### src/rtl/loc_arb_pkg.sv
package loc_arb_pkg;

  localparam int LOC_W = 3;
  typedef logic [LOC_W-1:0] loc_t;
  localparam loc_t LOC_NONE = '1;

  // access byte bit positions (software visible layout)
  localparam int B_VALID  = 7;
  localparam int B_ACTIVE = 5;
  localparam int B_SEIZED = 4;
  localparam int B_SEIZE  = 3;
  localparam int B_PEND   = 2;
  localparam int B_REQ    = 1;
  localparam int B_EST    = 0;

  // highest index with a set bit, LOC_NONE when empty
  function automatic loc_t pick_top(input logic [7:0] v);
    loc_t r;
    r = LOC_NONE;
    for (int i = 0; i < 7; i++) begin
      if (v[i]) r = loc_t'(i);
    end
    return r;
  endfunction

  // any bit set strictly above index l
  function automatic logic any_above(input logic [7:0] v, input loc_t l);
    logic r;
    r = 1'b0;
    for (int i = 0; i < 8; i++) begin
      if (i > int'(l)) r = r | v[i];
    end
    return r;
  endfunction

  // any bit set other than index l
  function automatic logic others_set(input logic [7:0] v, input loc_t l);
    logic r;
    r = 1'b0;
    for (int i = 0; i < 8; i++) begin
      if (i != int'(l)) r = r | v[i];
    end
    return r;
  endfunction

endpackage

### src/rtl/loc_arb_decode.sv
module loc_arb_decode
  import loc_arb_pkg::*;
#(
  parameter int ADDR_W  = 15,
  parameter int LOC_LSB = 12,
  parameter int NUM_LOC = 5,
  parameter int HW_LOC  = 4
) (
  input  logic              wr_en,
  input  logic              hw_src,
  input  logic [ADDR_W-1:0] addr,
  output loc_t              sel_loc,
  output logic              reg_hit,
  output logic              acc_wr
);

  localparam loc_t LAST_LOC = loc_t'(NUM_LOC - 1);
  localparam loc_t HW_ID    = loc_t'(HW_LOC);

  logic [LOC_LSB-1:0] offs;
  logic               hw_block;

  assign sel_loc  = addr[ADDR_W-1:LOC_LSB];
  assign offs     = addr[LOC_LSB-1:0];
  assign reg_hit  = (offs == '0) && (sel_loc <= LAST_LOC);
  assign hw_block = (sel_loc == HW_ID) && !hw_src;
  assign acc_wr   = wr_en && reg_hit && !hw_block;

endmodule

### src/rtl/loc_arb_core.sv
module loc_arb_core
  import loc_arb_pkg::*;
#(
  parameter int NUM_LOC = 5
) (
  input  logic               clk,
  input  logic               rst_n,
  input  logic               acc_wr,
  input  loc_t               wr_loc,
  input  logic [7:0]         wdata,
  input  logic               cmd_busy,
  input  logic               abort_done,
  output loc_t               act_q,
  output logic [NUM_LOC-1:0] req_q,
  output logic [NUM_LOC-1:0] seized_q,
  output logic               chg_q,
  output loc_t               pnext_q,
  output loc_t               pab_q
);

  logic [NUM_LOC-1:0] seize_q;
  logic [NUM_LOC-1:0] n_req, n_seize, n_seized;
  loc_t               n_act, n_pnext, n_pab;
  logic               n_chg;

  logic [7:0] req8, seize8, v;
  logic       pend, done_take, seize_ok, keep;
  logic       st_go, ho_go;
  loc_t       st_tgt, ho_tgt, top_req;

  assign req8      = 8'(req_q);
  assign seize8    = 8'(seize_q);
  assign pend      = (pnext_q != LOC_NONE);
  assign done_take = pend && abort_done;
  assign top_req   = pick_top(req8);
  assign seize_ok  = ((act_q == LOC_NONE) || (wr_loc > act_q)) &&
                     !seize8[wr_loc] && !any_above(seize8, wr_loc);

  always_comb begin
    n_req    = req_q;
    n_seize  = seize_q;
    n_seized = seized_q;
    n_act    = act_q;
    n_pnext  = pnext_q;
    n_pab    = pab_q;
    n_chg    = 1'b0;
    keep     = 1'b1;
    st_go    = 1'b0;
    st_tgt   = LOC_NONE;
    ho_go    = 1'b0;
    ho_tgt   = act_q;
    v        = wdata;
    if (v[B_SEIZE]) begin
      v[B_REQ]    = 1'b0;
      v[B_ACTIVE] = 1'b0;
    end

    if (done_take) begin
      ho_go   = 1'b1;
      ho_tgt  = pnext_q;
      n_pnext = LOC_NONE;
      n_pab   = LOC_NONE;
    end else if (acc_wr) begin
      // release or withdraw
      if (v[B_ACTIVE]) begin
        if (act_q == wr_loc) begin
          if (!pend) begin
            if (top_req != LOC_NONE) begin
              keep   = 1'b0;
              st_go  = 1'b1;
              st_tgt = top_req;
            end else begin
              ho_tgt = LOC_NONE;
            end
          end
        end else begin
          n_req[wr_loc] = 1'b0;
        end
      end
      // acknowledge override
      if (v[B_SEIZED]) n_seized[wr_loc] = 1'b0;
      // forcible takeover
      if (v[B_SEIZE] && seize_ok) begin
        for (int c = 0; c < NUM_LOC; c++) begin
          if (loc_t'(c) < wr_loc) n_seize[c] = 1'b0;
        end
        n_seize[wr_loc] = 1'b1;
        keep   = 1'b0;
        st_go  = 1'b1;
        st_tgt = wr_loc;
      end
      // ask for use
      if (v[B_REQ] && (act_q != wr_loc)) begin
        if ((act_q != LOC_NONE) || pend) n_req[wr_loc] = 1'b1;
        else ho_tgt = wr_loc;
      end
      ho_go = keep;
    end

    // start a handover, possibly via an abort
    if (st_go) begin
      if (pend) begin
        n_pnext = st_tgt;
      end else if (cmd_busy) begin
        n_pnext = st_tgt;
        n_pab   = act_q;
      end else begin
        ho_go  = 1'b1;
        ho_tgt = st_tgt;
      end
    end

    // apply a handover
    if (ho_go) begin
      if (ho_tgt != act_q) begin
        n_chg = 1'b1;
        if (act_q != LOC_NONE) begin
          if ((ho_tgt != LOC_NONE) && n_seize[ho_tgt]) n_seized[act_q] = 1'b1;
          else n_req[act_q] = 1'b0;
        end
      end
      n_act = ho_tgt;
      if (ho_tgt != LOC_NONE) begin
        n_req[ho_tgt]   = 1'b0;
        n_seize[ho_tgt] = 1'b0;
      end
    end
  end

  always_ff @(posedge clk or negedge rst_n) begin
    if (!rst_n) begin
      req_q    <= '0;
      seize_q  <= '0;
      seized_q <= '0;
      act_q    <= LOC_NONE;
      pnext_q  <= LOC_NONE;
      pab_q    <= LOC_NONE;
      chg_q    <= 1'b0;
    end else begin
      req_q    <= n_req;
      seize_q  <= n_seize;
      seized_q <= n_seized;
      act_q    <= n_act;
      pnext_q  <= n_pnext;
      pab_q    <= n_pab;
      chg_q    <= n_chg;
    end
  end

  // owner stays put while an abort is outstanding
  assert_hold_during_abort_R12 : assert property (@(posedge clk) disable iff (!rst_n)
    (pend && !abort_done) |=> $stable(act_q));

  // the abort bookkeeping returns to idle after completion
  assert_abort_clean_R12 : assert property (@(posedge clk) disable iff (!rst_n)
    done_take |=> (pnext_q == LOC_NONE) && (pab_q == LOC_NONE));

  // a change event always reflects a real owner move
  assert_change_moves_owner_R9 : assert property (@(posedge clk) disable iff (!rst_n)
    chg_q |-> (act_q != $past(act_q)));

  generate
    for (genvar i = 0; i < NUM_LOC; i++) begin : g_chk
      // owner never carries a waiting request or outstanding seize
      assert_owner_clean_R9 : assert property (@(posedge clk) disable iff (!rst_n)
        (act_q == loc_t'(i)) |-> (!req_q[i] && !seize_q[i]));
      // override flag only appears together with an owner change
      assert_seized_on_handover_R8 : assert property (@(posedge clk) disable iff (!rst_n)
        $rose(seized_q[i]) |-> chg_q);
    end
  endgenerate

endmodule

### src/rtl/loc_arb_rdmux.sv
module loc_arb_rdmux
  import loc_arb_pkg::*;
#(
  parameter int NUM_LOC = 5
) (
  input  logic               reg_hit,
  input  loc_t               sel_loc,
  input  loc_t               act_q,
  input  logic [NUM_LOC-1:0] req_q,
  input  logic [NUM_LOC-1:0] seized_q,
  input  logic               est_in,
  output logic [7:0]         rdata
);

  logic [7:0] req8, seized8;

  assign req8    = 8'(req_q);
  assign seized8 = 8'(seized_q);

  always_comb begin
    rdata = 8'hFF;
    if (reg_hit) begin
      rdata           = 8'h00;
      rdata[B_VALID]  = 1'b1;
      rdata[B_ACTIVE] = (act_q == sel_loc);
      rdata[B_SEIZED] = seized8[sel_loc];
      rdata[B_SEIZE]  = 1'b0;
      rdata[B_PEND]   = others_set(req8, sel_loc);
      rdata[B_REQ]    = req8[sel_loc];
      rdata[B_EST]    = est_in;
    end
  end

endmodule

### src/rtl/loc_arb_top.sv
module loc_arb_top
  import loc_arb_pkg::*;
#(
  parameter int ADDR_W  = 15,
  parameter int LOC_LSB = 12,
  parameter int NUM_LOC = 5,
  parameter int HW_LOC  = 4
) (
  input  logic              clk,
  input  logic              rst_n,
  input  logic              wr_en,
  input  logic [ADDR_W-1:0] addr,
  input  logic [7:0]        wdata,
  input  logic              hw_src,
  input  logic              est_in,
  input  logic              cmd_busy,
  input  logic              abort_done,
  output logic [7:0]        rdata,
  output logic              active_valid,
  output logic [2:0]        active_loc,
  output logic              loc_changed,
  output logic              abort_req,
  output logic [2:0]        abort_loc
);

  loc_t               sel_loc, act_q, pnext_q, pab_q;
  logic               reg_hit, acc_wr, chg_q;
  logic [NUM_LOC-1:0] req_q, seized_q;

  loc_arb_decode #(
    .ADDR_W (ADDR_W),
    .LOC_LSB(LOC_LSB),
    .NUM_LOC(NUM_LOC),
    .HW_LOC (HW_LOC)
  ) u_dec (
    .wr_en  (wr_en),
    .hw_src (hw_src),
    .addr   (addr),
    .sel_loc(sel_loc),
    .reg_hit(reg_hit),
    .acc_wr (acc_wr)
  );

  loc_arb_core #(
    .NUM_LOC(NUM_LOC)
  ) u_core (
    .clk       (clk),
    .rst_n     (rst_n),
    .acc_wr    (acc_wr),
    .wr_loc    (sel_loc),
    .wdata     (wdata),
    .cmd_busy  (cmd_busy),
    .abort_done(abort_done),
    .act_q     (act_q),
    .req_q     (req_q),
    .seized_q  (seized_q),
    .chg_q     (chg_q),
    .pnext_q   (pnext_q),
    .pab_q     (pab_q)
  );

  loc_arb_rdmux #(
    .NUM_LOC(NUM_LOC)
  ) u_rd (
    .reg_hit (reg_hit),
    .sel_loc (sel_loc),
    .act_q   (act_q),
    .req_q   (req_q),
    .seized_q(seized_q),
    .est_in  (est_in),
    .rdata   (rdata)
  );

  assign active_valid = (act_q != LOC_NONE);
  assign active_loc   = act_q;
  assign loc_changed  = chg_q;
  assign abort_req    = (pnext_q != LOC_NONE);
  assign abort_loc    = pab_q;

endmodule

### config.mk
export PLATFORM = sky130hd
export DESIGN_NAME = loc_arb_top
export DESIGN_NICKNAME = d
export VERILOG_FILES = /design/src/rtl/loc_arb_pkg.sv /design/src/rtl/loc_arb_decode.sv /design/src/rtl/loc_arb_core.sv /design/src/rtl/loc_arb_rdmux.sv /design/src/rtl/loc_arb_top.sv
export SDC_FILE = /design/constraint.sdc
export NUM_CORES = 1
export LEC_CHECK = 0
export BUFFER_PORTS_ARGS = -buffer_cell sky130_fd_sc_hd__clkbuf_2
export CORE_AREA = 2 2 91 93
export CTS_CLUSTER_DIAMETER = 120
export CTS_CLUSTER_SIZE = 12
export DETAILED_ROUTE_END_ITERATION = 6
export DIE_AREA = 0 0 93 95
export SLEW_MARGIN = 20
export SYNTH_ARGS = -nofsm -noshare
export SYNTH_HDL_FRONTEND = slang
export SYNTH_HIERARCHICAL = 1
export SYNTH_SLANG_ARGS = --single-unit
### constraint.sdc
create_clock -name clk -period 7.01 [get_ports clk]
set_input_delay 1.402 -clock clk [delete_from_list [all_inputs] [get_ports clk]]
set_output_delay 1.402 -clock clk [all_outputs]
set_load 0.005 [all_outputs]
Word-level counts from Yosys, hierarchy flattened
Cells that the tools add are included.

operators by class
  add/sub/neg operators = 0
  multiply operators = 0
  div/mod/pow operators = 0
  order comparisons = 17
  equal/unequal tests = 13
  shift operators = 0
  multiplexer cells = 126
  bitwise gates (word level) = 18
  reduce and logical (&&, ||, !) cells = 21

operators with widths
  operator                                                                             count
  5-bit 2-to-1 mux                                                                     26
  3-bit 2-to-1 mux                                                                     31
  1-bit 2-to-1 mux                                                                     61
  5-bit AND                                                                            5
  5-bit NOT                                                                            3
  5-bit bitwise OR                                                                     3
  1-bit logical AND                                                                    13
  1-bit binary-select mux with 3-bit select                                            4
  12-bit zero test                                                                     1
  3-bit by 4-bit less-than comparator with 1-bit output, second input constant         3
  3-bit inequality test, second input constant                                         4
  1-bit demux with 3-bit select                                                        3
  3-bit by 1-bit greater-or-equal comparator with 1-bit output, second input constant  3
  3-bit inequality test, first input constant                                          3
  7-bit 2-to-1 mux                                                                     1
  1-bit bitwise OR                                                                     7
  3-bit equality test, second input constant                                           2
  2-bit by 3-bit > comparator with 1-bit output, first input constant                  2
  1-bit by 3-bit less-than comparator with 1-bit output, first input constant          2
  2-bit by 3-bit less-than comparator with 1-bit output, first input constant          2
  3-bit inequality test                                                                2
  1-bit zero test                                                                      4
  3-bit equality test                                                                  1
  1-bit by 3-bit > comparator with 1-bit output, first input constant                  1
  other kinds (7)                                                                      8

storage, ports and cells
  bits in registers = 25
  bits in latches = 0
  RAM bits = 0
  ROM bits = 0
  output and inout bits = 17
  logic and storage cells = 202
  memories kept = 0

Logic depth before layout (Yosys ltp)
  word-level depth = 28
  mapped depth = 14
  gate-level depth less buffers = 12

Cells and area by module
Netlist, hierarchy kept.

modules (own cells, without submodules)
  module          instances  cells an instance  area an instance (µm²)  seq. area each (µm²)
  loc_arb_core    1          219                2,010.7                 636.9
  loc_arb_rdmux   1          23                 202.7                   0.0
  loc_arb_decode  1          10                 71.3                    0.0
  loc_arb_top     1          2                  10.0                    0.0

Least setup slack after synthesis
OpenSTA, ideal clock, no wires.

  path type = input to register
  from = input port addr[1]
  to = register u_core.req_q[1]
  library setup time = 151 ps
  arrival = 4,059 ps
  data required time = 6,859 ps
  slack = 2,800 ps
  stages = 13
  cell sequence = nor4_1 > and4_1 > and3_1 > clkbuf_1 > o21ai_1 > clkbuf_1 > or3_1 > o221ai_2 > a31oi_1 > a21oi_1 > a2bb2o_4 > o31ai_4 > a41oi_1

on the way
  longest elaborated chain between the ends = 19
  elaborated cells on any way between the ends = 41
  those cells by class = order compare (2); eq/ne (2); mux (28); bitwise (3); reduce/logical (6)

ends and longest elaborated chain
  what                              RTL line              RTL
  start: declaration                loc_arb_top.sv:12     input logic [ADDR_W-1:0] addr,
  12-bit zero test *                loc_arb_decode.sv:25  assign reg_hit = (offs == '0) && (sel_loc <= LAST_LOC);
  1-bit logical AND *               loc_arb_decode.sv:25
  named net reg_hit                 loc_arb_top.sv:27     logic reg_hit, acc_wr, chg_q;
  1-bit logical AND * (2 in a row)  loc_arb_decode.sv:27  assign acc_wr = wr_en && reg_hit && !hw_block;
  named net acc_wr                  loc_arb_top.sv:27
  3-bit 2-to-1 mux                  loc_arb_core.sv:63    end else if (acc_wr) begin
  3-bit 2-to-1 mux                  loc_arb_core.sv:58    if (done_take) begin
  3-bit 2-to-1 mux                  loc_arb_core.sv:104   end else if (cmd_busy) begin
  (+5 left out)                     n/a
  5-bit 2-to-1 mux                  loc_arb_core.sv:118   if ((ho_tgt != LOC_NONE) && n_seize[ho_tgt]) n_seized[act_q] = 1'b1;
  5-bit 2-to-1 mux                  loc_arb_core.sv:117   if (act_q != LOC_NONE) begin
  5-bit 2-to-1 mux                  loc_arb_core.sv:115   if (ho_tgt != act_q) begin
  5-bit 2-to-1 mux                  loc_arb_core.sv:114   if (ho_go) begin
  5-bit AND (no source line)        n/a
  5-bit 2-to-1 mux                  loc_arb_core.sv:123   if (ho_tgt != LOC_NONE) begin
  5-bit 2-to-1 mux *                loc_arb_core.sv:114
  named net u_core.n_req[1]         loc_arb_core.sv:22    logic [NUM_LOC-1:0] n_req, n_seize, n_seized;
  end signal: assignment            loc_arb_core.sv:140   req_q <= n_req;
  end: declaration                  loc_arb_core.sv:14    output logic [NUM_LOC-1:0] req_q,

The timed path passes the listed nets; every way through them passes the cells marked *. The select of a mux whose other input is x is not followed.
A chain may end at the register's enable or synchronous reset.

Final worst setup path
  from = input port addr[12]
  to = register u_core.seized_q[4]

on the way
  longest elaborated chain between the ends = 24
  elaborated cells on any way between the ends = 106
  those cells by class = order compare (13); eq/ne (5); mux (67); bitwise (7); reduce/logical (14)

ends and longest elaborated chain
  what                                           RTL line             RTL
  1-bit by 3-bit > comparator with 1-bit output  loc_arb_pkg.sv:31    if (i > int'(l)) r = r | v[i];
  1-bit 2-to-1 mux                               loc_arb_pkg.sv:31
  1-bit bitwise OR                               loc_arb_pkg.sv:31
  1-bit 2-to-1 mux                               loc_arb_pkg.sv:31
  1-bit bitwise OR                               loc_arb_pkg.sv:31
  1-bit 2-to-1 mux                               loc_arb_pkg.sv:31
  1-bit bitwise OR                               loc_arb_pkg.sv:31
  1-bit 2-to-1 mux                               loc_arb_pkg.sv:31
  (+9 left out)                                  n/a
  1-bit binary-select mux with 3-bit select      loc_arb_core.sv:118
  1-bit 2-to-1 mux (implied by the code)         loc_arb_core.sv:118
  1-bit logical AND                              loc_arb_core.sv:118
  5-bit 2-to-1 mux                               loc_arb_core.sv:118
  5-bit 2-to-1 mux                               loc_arb_core.sv:117
  5-bit 2-to-1 mux                               loc_arb_core.sv:115
  5-bit 2-to-1 mux *                             loc_arb_core.sv:114
  named net u_core.n_seized[4]                   loc_arb_core.sv:22
  end signal: assignment                         loc_arb_core.sv:142  seized_q <= n_seized;
  end: declaration                               loc_arb_core.sv:15   output logic [NUM_LOC-1:0] seized_q,

Marks and branches as above.

==> results.md <==
* Status: complete, no violations
* RSZ-0062 raised after global routing: no
* Combinational Power Share at 32.7%
* Clock network power share at 22.5%
* Synth cell types at 78
* Initial antenna violation count at 0
* Dpl cell area at 2530 um^2
* Worst hold path cell count at 2
* Vias in the first global route at 2117
* Slew Limit Fails at 0
* Post-CTS Setup Bufs at 0
* Crit Path Class: primary input to flop
* Detailed-placement wirelength estimate at 5030 um
* Area delta synth->final at 12.2%
* EDFF count, synth at 0
* Worst slew pin tran at 0.998 ns
* Critical Path RT at 7.17 ns
* Initial DRT Pass Iterations at 5
* Mapped Area at 2290 um^2
* Nets at 317
* Clock slew at reported path FFs at 0.09 ns
* # setup viols final at 0
* Via count at 2264
* Final Cell Area at 2570 um^2
* PwrDens at 151 nW/um^2
* Fin cells at 388
* Max H-tree Level at 1
* Die height at 95 um
* Switching share of power at 36.6%
* Residual DRC count at 0
* Multi-input gate area at 1510 um^2
* Worst-Skew Late Latency at 0.27 ns
* Int Pwr at 246 uW
* Grt met3 use at 1.76%
* Setup TNS at 0 ns
* Post-route minimum period at 4.77 ns
* Predominant post-synthesis flop cell: dfrtp_1
* Total track usage at 15.7%
* Gr busiest metal: met2
* Slowest cell on the critical path: o21ai_2
* Root buf cell: clkbuf_8
* ANT cells at 0
* Die area at 8840 um^2
* I/O pin total at 47
* CTS Hold Bufs at 0
* Cells after DPL at 384
* P_leak at 0.000988 uW
* Post-synth top cells: nand2_1, dfrtp_1, nor2_1, inv_1, nand3_1
* Critical path's largest stage delay at 0.58 ns
* Num CTS Buffers at 3
* Met1 Track Usage GR at 21.9%
* Worst EP arrival at 4.92 ns
* Fmax at 210 MHz
* ANT nets after route at 0
* Average wire per standard cell at 17.5 um
* Crit path max fanout at 22
* Initial Util at 28.9%
* Cells after Synth at 254
* Critical Path, Cell by Cell: clkbuf_2 > inv_2 > ha_1 > and3_1 > a21oi_1 > o221ai_4 > o21ai_1 > nand3_1 > o21ai_2 > xnor2_1 > a21o_1 > o41ai_1
* Num rows at 33
* Asr flop ratio synth at 100%
* Share of cells above drive strength 1 at 29.3%
* Max Cap Viol at 0
* Starting DRT DRC Count at 204
* Synthesis warning total at 6
* Grt total ovfl at 0
* Yosys top cell area share at 17.4%
* NetSw at 142 uW
* Largest net degree at the start of global routing at 26
* WL final at 6770 um
* Peak supply drop at 66.1 uV
* Startpoint types: primary input
* CTS tree: yes
* Met2 usage at 25.8%
* Fill count at 829
* Clock buffer depth at 2
* FF+latch area at 637 um^2
* Global placement routability congestion at 0.852
* Post-synthesis sequential area ratio at 27.8%
* Most common cell in the netlist: nand2_1
* Die Wd at 93 um
* Clock Sinks at 25
* Hold Fails Final Rpt at 0
* Worst-case headroom to the max-slew limit at 33.5%
* R2R depth at 11
* Synth area leader: dfrtp_1
* #FFs+latches synth at 25
* CORE AREA at 7930 um^2
* Synthesized Nets at 287
* Reg power frac at 44.8%
* Layout Utilization at 32.5%
* Vias per cell at 5.84
* Tcrit/Tclk final at 68.0%
* Setup crit end kind: flop
* PostCTS Resize Cnt at 0
* First-pass GRT wire length at 11000 um
* Syn_area_per_cell at 9.03 um^2
* Number of port buffers at 41
* Synth top area cells: dfrtp_1, dfstp_2, nand2_1, buf_4, nand3_1
* Skew final at 0.00668 ns
* Worst hold path type: flop to flop
[worst max-delay path: cells and delay by family]
family                     cells  cell delay [ns]
AOI/OAI and AO/OA              6             1.96
xor gates and xnor gates       1             0.22
adders and majority gates      1             0.32
buffers and inverters          2             0.53
and+or+nand+nor                2             0.47
[power groups by stage]
stage | clock (uW) | combinational, uW | sequential (uW)
floorplan | 0 | 100 | 164
global placement | 0 | 124 | 177
detailed placement | 0 | 125 | 177
CTS | 90.3 | 126 | 174
global route | 95.5 | 139 | 176
finish | 87.3 | 127 | 174
[per-layer routing]
layer,share of wire [%],vias up
li1,-,1052
met1,45,1092
met2,47,113
met3,6.9,7
met4,1.2,0
met5,0,-
[area by class of cell]
| class | count | area share (%) |
|---|---|---|
| clock buffers | 4 | 1.75 |
| flip-flops and latches | 25 | 24.7 |
| inverters | 13 | 1.90 |
| multi-input cells | 200 | 58.6 |
| well taps | 105 | 5.10 |
| repair buffers | 41 | 7.97 |
[cell usage in the layout (no fill, tap or decap), types with 6 or more instances in the layout]
| master | Yosys | routed |
|---|---|---|
| dfrtp_1 | 16 | 16 |
| clkbuf_2 | 0 | 41 |
| inv_1 | 11 | 11 |
| nor3_1 | 9 | 9 |
| nor2_1 | 13 | 13 |
| a21oi_1 | 9 | 9 |
| nand2_1 | 19 | 19 |
| o21ai_0 | 6 | 6 |
| nand3_1 | 11 | 11 |
| and3_1 | 6 | 6 |
| dfstp_2 | 9 | 9 |
[registers in the layout, summed over array words and instances, names as in the netlist]
register         flops
u_core/chg_q         1
u_core/seize_q       5
u_core/pab_q         3
u_core/act_q         3
u_core/seized_q      5
u_core/pnext_q       3
u_core/req_q         5
[path summary, 6_finish.rpt]
| kind | start | to | slack [ns] |
|---|---|---|---|
| hold / removal | u_core/seized_q[2] | u_core/seized_q[2] | 0.48 |
| max in group asynchronous | rst_n | u_core/seize_q[2] | 5.47 |
| setup reg to reg | u_core/act_q[1] | u_core/seized_q[4] | 2.93 |
| min in group asynchronous | rst_n | u_core/req_q[4] | 1.14 |
| setup / recovery | addr[12] | u_core/seized_q[4] | 2.24 |
| hold reg to reg | u_core/seized_q[2] | u_core/seized_q[2] | 0.48 |
[logic make-up (layout without fill, tap and decap cells)]
| group | Yosys count | in the layout | synth area share, % |
|---|---|---|---|
| and+or+nand+nor | 94 | 94 | 22.6 |
| AOI/OAI and AO/OA | 87 | 87 | 32.8 |
| buffers and inverters | 29 | 58 | 6.54 |
| DFF | 25 | 25 | 27.8 |
| muxes | 8 | 8 | 5.45 |
| xor gates and xnor gates | 7 | 7 | 3.00 |
| adders and majority gates | 3 | 3 | 1.64 |
| other | 1 | 1 | 0.163 |
[through the flow]
| step | hold slack [ns] | worst slack, ns | power (uW) |
|---|---|---|---|
| floorplan | 0.442 | 2.80 | 264 |
| global placement | 0.464 | 1.96 | 301 |
| detailed placement | 0.463 | 1.97 | 302 |
| CTS | 0.483 | 2.25 | 391 |
| global route | 0.526 | 1.89 | 411 |
| finish | 0.484 | 2.24 | 388 |
(Power assumes the default switching activity.)
